===== config.mk =====
export PLATFORM = sky130hd
export DESIGN_NAME = gated_piso_shreg
export DESIGN_NICKNAME = d
export VERILOG_FILES = /design/src/rtl/gpsr_pkg.sv /design/src/rtl/gpsr_edge_sync.sv /design/src/rtl/gpsr_stage_chain.sv /design/src/rtl/gated_piso_shreg.sv
export SDC_FILE = /design/constraint.sdc
export NUM_CORES = 1
export LEC_CHECK = 0
export CELL_PAD_IN_SITES_DETAIL_PLACEMENT = 1
export CELL_PAD_IN_SITES_GLOBAL_PLACEMENT = 1
export CORE_MARGIN = 2
export CORE_UTILIZATION = 37
export CTS_CLUSTER_SIZE = 20
export DETAILED_ROUTE_END_ITERATION = 10
export DONT_BUFFER_PORTS = 1
export GPL_TIMING_DRIVEN = 1
export PLACE_DENSITY_LB_ADDON = 0.08
export SETUP_SLACK_MARGIN = 0.15
export SLEW_MARGIN = 5
export SYNTH_ARGS = -nofsm -noshare
export SYNTH_HDL_FRONTEND = slang
export SYNTH_HIERARCHICAL = 1
export SYNTH_SLANG_ARGS = --single-unit

===== constraint.sdc =====
create_clock -name clk_i -period 1.1 [get_ports clk_i]
set_input_delay 0.165 -clock clk_i [delete_from_list [all_inputs] [get_ports clk_i]]
set_output_delay 0.165 -clock clk_i [all_outputs]
set_load 0.005 [all_outputs]

===== src/rtl/gpsr_pkg.sv =====
package gpsr_pkg;

  typedef enum logic {
    MODE_LOAD  = 1'b0,
    MODE_SHIFT = 1'b1
  } step_mode_e;

  localparam int unsigned DEF_WIDTH      = 8;
  localparam int unsigned DEF_SYNC_DEPTH = 2;

endpackage


===== src/rtl/gpsr_edge_sync.sv =====
module gpsr_edge_sync #(
  parameter int unsigned SYNC_DEPTH = gpsr_pkg::DEF_SYNC_DEPTH
) (
  input  logic clk_i,
  input  logic rst_ni,
  input  logic level_i,
  output logic rise_o
);

  localparam int unsigned CHAIN = SYNC_DEPTH + 1;

  logic [CHAIN-1:0] chain_q;

  // Reset to all ones: a level already high at reset release is not an edge.
  always_ff @(posedge clk_i or negedge rst_ni) begin
    if (!rst_ni) begin
      chain_q <= '1;
    end else begin
      chain_q <= {chain_q[CHAIN-2:0], level_i};
    end
  end

  // chain_q[SYNC_DEPTH-1] is the synchronized level, chain_q[SYNC_DEPTH] the previous one.
  assign rise_o = chain_q[SYNC_DEPTH-1] & ~chain_q[SYNC_DEPTH];

endmodule


===== src/rtl/gpsr_stage_chain.sv =====
module gpsr_stage_chain #(
  parameter int unsigned WIDTH = gpsr_pkg::DEF_WIDTH
) (
  input  logic                    clk_i,
  input  logic                    clr_ni,
  input  logic                    step_i,
  input  gpsr_pkg::step_mode_e    mode_i,
  input  logic                    ser_i,
  input  logic [WIDTH-1:0]        par_i,
  output logic [WIDTH-1:0]        stages_o
);

  logic [WIDTH-1:0] feed_w;

  // Source of each stage in shift mode: serial input for stage 0, predecessor otherwise.
  for (genvar g = 0; g < WIDTH; g++) begin : g_stage
    if (g == 0) begin : g_head
      assign feed_w[g] = ser_i;
    end else begin : g_body
      assign feed_w[g] = stages_o[g-1];
    end

    always_ff @(posedge clk_i or negedge clr_ni) begin
      if (!clr_ni) begin
        stages_o[g] <= 1'b0;
      end else if (step_i) begin
        stages_o[g] <= (mode_i == gpsr_pkg::MODE_SHIFT) ? feed_w[g] : par_i[g];
      end
    end
  end

endmodule


===== src/rtl/gated_piso_shreg.sv =====
module gated_piso_shreg #(
  parameter int unsigned WIDTH      = gpsr_pkg::DEF_WIDTH,
  parameter int unsigned SYNC_DEPTH = gpsr_pkg::DEF_SYNC_DEPTH
) (
  input  logic             clk_i,
  input  logic             rst_ni,
  input  logic             clr_ni,
  input  logic             tick_i,
  input  logic             hold_i,
  input  logic             shift_mode_i,
  input  logic             ser_i,
  input  logic [WIDTH-1:0] par_i,
  output logic             ser_o,
  output logic [WIDTH-1:0] stages_o
);

  localparam int unsigned LAST = WIDTH - 1;

  logic                 eff_clk_w;
  logic                 step_en;
  gpsr_pkg::step_mode_e mode_w;

  // Either line high blocks the other; their OR is the effective clock.
  assign eff_clk_w = tick_i | hold_i;
  assign mode_w    = gpsr_pkg::step_mode_e'(shift_mode_i);

  gpsr_edge_sync #(
    .SYNC_DEPTH(SYNC_DEPTH)
  ) u_sync (
    .clk_i  (clk_i),
    .rst_ni (rst_ni),
    .level_i(eff_clk_w),
    .rise_o (step_en)
  );

  gpsr_stage_chain #(
    .WIDTH(WIDTH)
  ) u_chain (
    .clk_i   (clk_i),
    .clr_ni  (clr_ni),
    .step_i  (step_en),
    .mode_i  (mode_w),
    .ser_i   (ser_i),
    .par_i   (par_i),
    .stages_o(stages_o)
  );

  assign ser_o = stages_o[LAST];

endmodule


# Yosys cells after proc, flatten, opt, wreduce, memory -nomap -nowiden
# Cells that the tools add are included.
# classes
n_bitwise	3
muxes	8
# op_table
op	n
$mux 1	8
$and 1x1->1	1
$not 1->1	1
$or 1x1->1	1
# totals
wordCells	20
ff_bits	11
input_bits	15
output_inout_bits	9

# Longest topological paths before layout
# Gate-level depths: netlist of the first run.
# depth
depth_word	2
mapped_depth	5
mapped_depth_nobuf	3

# Cells and area by module
# Netlist of the first run, hierarchy kept.
# modules_own_cells
module	cells_each	area_per_inst_um2	instances
gpsr_stage_chain	35	382.9	1
gpsr_edge_sync	4	92.6	1
gated_piso_shreg	2	13.8	1

# Worst setup path after synthesis of the first run
# OpenSTA, ideal clock, no wires.
# synth_timing
path_type	register -> register
startpoint	register u_sync.chain_q[1]
endpoint	register u_chain.stages_o[4]
required_time_ns	1.023
path_stages_with_launch	6
setup_ns	0.077
slack_ns	-0.016
t_arrival_ns	1.039
period_less_slack_ns	1.116
n_path_buf	2
path_cell_list	dfstp_2 > nor2b_4 > clkbuf_2 > buf_6 > nor2_2 > a21oi_1
# synth_via
elab_chain_cells	1
# synth_rtl
element	line	rtl
start, declared	gpsr_edge_sync.sv:12	logic [CHAIN-1:0] chain_q;
start signal, assigned	gpsr_edge_sync.sv:19	chain_q <= {chain_q[CHAIN-2:0], level_i};
$and 1x1->1	gpsr_edge_sync.sv:24	assign rise_o = chain_q[SYNC_DEPTH-1] & ~chain_q[SYNC_DEPTH];
net step_en	gated_piso_shreg.sv:20	logic step_en;
end signal, assigned by index	gpsr_stage_chain.sv:27	stages_o[g] <= (mode_i == gpsr_pkg::MODE_SHIFT) ? feed_w[g] : par_i[g];
end, declared	gpsr_stage_chain.sv:10	output logic [WIDTH-1:0] stages_o
# The timed path passes the listed nets, and every way through them passes these cells.
# A chain may end at the register's enable or synchronous reset.

# Worst setup path in the final report of the first run
# layout_timing
startpoint	register u_sync.chain_q[1]
endpoint	register u_chain.stages_o[0]
# The elaborated chain is that of the path after synthesis.

==> metrics.csv, run 1 <==
metric,value,unit
yosys-top-cells-area,"dfrtp_1 41%, mux2i_1 16%, dfstp_2 16%",
met1_usage,0.137,
ys_ff_latch,11,
antenna_found_initial,0,
cts_tree,yes,
synth.distinct_cells,11,
gr-usage-all-layers,0.133,
status,finished clean,
post-route-util,0.439,
grt_pass1_wl,1.35,mm
grt_setup_unrepaired,yes,
reg2reg_slack,30,ps
h-tree-depth,1,
tightestPinTransition,385,ps
cp_slowest_stage_delay,530,ps
setup_viol,0,
place_ws,15.1,ps
cp-end-kind,flip-flop,
synth_common_cells,"8 x a21oi_1, 8 x dfrtp_1, 8 x mux2i_1, 6 x nor2_1, 3 x dfstp_2",
io_pins,24,
gp_congestion,0.606,
grt_pass1_vias,321,
drt-total-wl,928,um
yosysWarnings,6,
clkSinkCount,11,
initial_core_util,0.386,
drt_drc_violations_left,0,
finalMaxSlewViolations,0,
crit_fanout,16,
path_cells,nor2b_4 -> buf_12 -> nor2_2 -> a21oi_1,
ant_nets,0,
fin_area,557,um2
hold_path_class,in -> reg,
min_period_over_period,0.970,
wl_per_cell,15.7,um
p_leak,0.235,nW
grt_overflow_total,0,
clk_latency,260,ps
insertedDiodeCount,0,
synth_edf_count,0,
min_period,1070,ps
io_buffers,0,
ys_async_sr_fraction,1.00,
fin_nets,60,
crit_slowest_cell,dfstp_2,
criticalPathCategory,reg -> reg,
drtIter0Drc,1,
setup_tns,0,ps
cp-start-kind,flip-flop,
grt_busiest_layer,met2,
clkTransAtPathRegs,70,ps
dr.pass1.iters,2,
grtUsageMet3,0.0611,
p_per_area,1690,nW/um2
hold_slack,12.3,ps
fillers,146,
hold_viol_final,0,
ir_drop,658,uV
clk_path_buf_depth,2,
multi_input_area,193,um2
cp.required,1280,ps
fin_cells,59,
area_delta_synth_final,13.8,%
fp.coreArea,1270,um2
grt_start_max_net_pins,17,
hpwlAfterDp,715,um
die_y,40.4,um
relSlewSlack,0.742,
syn-cell-area,489,um2
post_synth.cell_area_avg,11.9,um2
cts_inserted_buffers,3,
synth-seq-area-share,0.570,
rows,13,
synth.net_count,56,
drv_cap,0,
die_w,40.4,um
grt_util_met2,0.230,
cp.arrival,1250,ps
synth_cells,41,
ff_latch_area,279,um2
synth_top_area_cell,dfrtp_1,
dp.cells,53,
vias,320,
routed_via_density,5.42,
placed_cell_area,493,um2
skew,1.16,ps
drive_gt1_frac,0.318,
max_freq,937,MHz
synth_top_area_frac,0.409,
root_buffer,clkbuf_4,
die_area,1630,um2
setup_slack,32.8,ps
synth_ff_type,dfrtp_1,
power,0.941,mW
## worst max-delay path, delay by kind of cell (launching register included)
family | cells | cell delay [ps]
AOI/OAI and AO/OA | 1 | 120
DFF | 1 | 530
and+or+nand+nor | 2 | 190
buffers and inverters | 1 | 150
## cells in the final DEF (no fill, tap or decap)
master,netlist,final
nor2_1,6,4
dfstp_2,3,3
buf_12,0,1
nor2_2,2,3
clkbuf_1,0,1
mux2i_1,8,8
dfrtp_1,8,8
a21oi_2,0,2
dlygate4sd3_1,0,2
a21oi_1,8,6
nor2b_4,1,1
nor2_4,0,1
or2_1,1,1
clkbuf_4,0,3
## path summary, 6_finish.rpt
kind | start | end | cells after the start
hold / removal | tick_i | u_sync/chain_q[0] | 1
setup reg to reg | u_sync/chain_q[1] | u_chain/stages_o[0] | 4
setup / recovery | u_sync/chain_q[1] | u_chain/stages_o[0] | 4
max in group asynchronous | clr_ni | u_chain/stages_o[1] | 1
min in group asynchronous | clr_ni | u_chain/stages_o[4] | 1
hold reg to reg | u_sync/chain_q[0] | u_sync/chain_q[1] | 0
## metal layers
metal / up-vias / part of all wire
met4: 0 / 0
met1: 160 / 0.38
li1: 143 / -
met3: 0 / 0.10
met2: 17 / 0.52
met5: - / 0
## state kept, by name (all words and copies together), names as in the netlist
name,cells
u_chain/stages_o,8
u_sync/chain_q,3
## final cells by class
cell class,instances,share of cell area
timing repair buffer,3,0.0719
sequential,11,0.501
tap,15,0.0337
clock buffer,4,0.0472
multi-input combinational,26,0.346
## where the power goes
| part | switching, mW | internal [mW] | total, mW | leakage (nW) |
|---|---|---|---|---|
| clock | 0.123 | 0.140 | 0.263 | 0.0150 |
| sequential | 0.0711 | 0.471 | 0.542 | 0.116 |
| combinational | 0.0629 | 0.0727 | 0.136 | 0.104 |
## logic make-up (layout without fill, tap and decap cells)
| group | after synthesis | count (layout) | share of synthesized area |
|---|---|---|---|
| DFF | 11 | 11 | 0.570 |
| and+or+nand+nor | 10 | 10 | 0.113 |
| AOI/OAI and AO/OA | 8 | 8 | 0.0818 |
| muxes | 8 | 8 | 0.164 |
| buffers and inverters | 4 | 7 | 0.0716 |
## repair_timing
item | CTS | global route
endpoints found under the hold margin | 11 | 0
pin swaps | 0 | 0
gates resized for setup | 5 | 0
endpoints found under the setup margin | 8 | 8
setup buffers | 0 | 0
hold buffers | 2 | 0
Power figures use the tool's default switching activity.
==> inputs of run 2 (changes only) <==
Settings changed: MAX_ROUTING_LAYER set to met4, SETUP_SLACK_MARGIN 0.15 to unset.
==> metrics.csv, run 2 (synthesis results as in run 1) <==
metric,value,unit
die_w,40.4,um
h-tree-depth,1,
cp.arrival,1290,ps
clk_latency,260,ps
fin_area,612,um2
dp.cells,55,
ir_drop,659,uV
fin_cells,64,
fp.coreArea,1270,um2
min_period,1110,ps
p_per_area,1600,nW/um2
vias,329,
met1_usage,0.157,
relSlewSlack,0.762,
multi_input_area,210,um2
area_delta_synth_final,25.1,%
placed_cell_area,495,um2
gp_congestion,0.572,
hpwlAfterDp,743,um
clkTransAtPathRegs,70,ps
drt_drc_violations_left,0,
clk_path_buf_depth,2,
skew,1.14,ps
cts_tree,yes,
grt_overflow_total,0,
top_regs,"u_chain/stages_o: 8 flops, u_sync/chain_q: 3 flops",
max_freq,904,MHz
place_ws,-1.54,ps
setup_slack,-5.90,ps
dr.pass1.iters,2,
grt_pass1_vias,369,
io_buffers,0,
post-route-util,0.482,
hold_viol_final,0,
path_cells,nor2b_4 -> buf_6 -> nor2_2 -> a21oi_1,
criticalPathCategory,reg -> reg,
min_period_over_period,1.01,
power,0.976,mW
grt_pass1_wl,1.52,mm
largest_register_ffs,8,
die_area,1630,um2
antenna_found_initial,0,
grt_start_max_net_pins,9,
regMostFlops,u_chain/stages_o,
fin_nets,65,
grtUsageMet3,0.0389,
status,"complete, but fails checks",
die_y,40.4,um
setup_viol,2,
p_leak,0.259,nW
hold_slack,126,ps
drive_gt1_frac,0.429,
drv_cap,0,
cp.required,1290,ps
violations,negative setup slack,
grt_setup_unrepaired,yes,
root_buffer,clkbuf_4,
finalMaxSlewViolations,0,
rows,13,
ff_latch_area,279,um2
grt_util_met2,0.262,
cp-end-kind,flip-flop,
drt-total-wl,981,um
grt_busiest_layer,met2,
drtIter0Drc,5,
clkSinkCount,11,
fillers,143,
cts_inserted_buffers,3,
crit_fanout,8,
cp_slowest_stage_delay,530,ps
routed_via_density,5.14,
ant_nets,0,
crit_slowest_cell,dfstp_2,
hold_path_class,in -> reg,
wl_per_cell,15.3,um
initial_core_util,0.386,
setup_tns,-9.09,ps
insertedDiodeCount,0,
final_cell_mix,"8 x mux2i_1, 8 x dfrtp_1",
io_pins,24,
gr-usage-all-layers,0.155,
cp-start-kind,flip-flop,
tightestPinTransition,355,ps
## run 2: changes by cell type in the layout (fill, tap and decap cells not counted), sizes merged
| cell | previous run | this run |
|---|---|---|
| buf | 1 | 4 |
| dlygate4sd3 | 2 | 4 |
## run 2: path summary, 6_finish.rpt
| kind | depth (start not counted) | endpoint | startpoint | slack [ps] |
|---|---|---|---|---|
| min | 2 | u_chain/stages_o[7] | par_i[7] | 130 |
| min in group asynchronous | 1 | u_chain/stages_o[5] | clr_ni | 240 |
| max | 4 | u_chain/stages_o[4] | u_sync/chain_q[1] | -6 |
| max in group asynchronous | 1 | u_chain/stages_o[2] | clr_ni | 600 |
| max reg2reg | 4 | u_chain/stages_o[4] | u_sync/chain_q[1] | -6 |
| min reg2reg | 0 | u_sync/chain_q[1] | u_sync/chain_q[0] | 360 |
## run 2: per-layer routing
layer | part of all wire | wire length, um | up-vias
met5 | 0 | 0 | -
met4 | 0 | 0 | 0
met3 | 0.098 | 96 | 0
met2 | 0.51 | 505 | 17
met1 | 0.39 | 380 | 160
li1 | - | - | 152
## run 2: area by class of cell
class,instances,area share
clock buffer,4,0.0429
multi-input combinational,26,0.344
tap,15,0.0307
sequential,11,0.456
timing repair buffer,8,0.127
## run 2: repair_timing
action | CTS | global route
resized for setup | 2 | 10
endpoints found under the hold margin | 12 | 0
hold buffers | 4 | 0
endpoints found under the setup margin | 5 | 8
cloned | 0 | 0
setup buffers | 0 | 1
## run 2: report_power, final
part | leakage, nW | switching [mW] | internal [mW]
Sequential | 0.116 | 0.0778 | 0.471
Combinational | 0.127 | 0.0713 | 0.0910
Clock | 0.0150 | 0.125 | 0.140
## run 2: critical path: cells and delay by family, from the launching register on
family,cells,cell delay [ps]
buffers and inverters,1,170
AND/OR/NAND/NOR,2,220
flip-flops,1,530
AO/OA/AOI/OAI,1,120
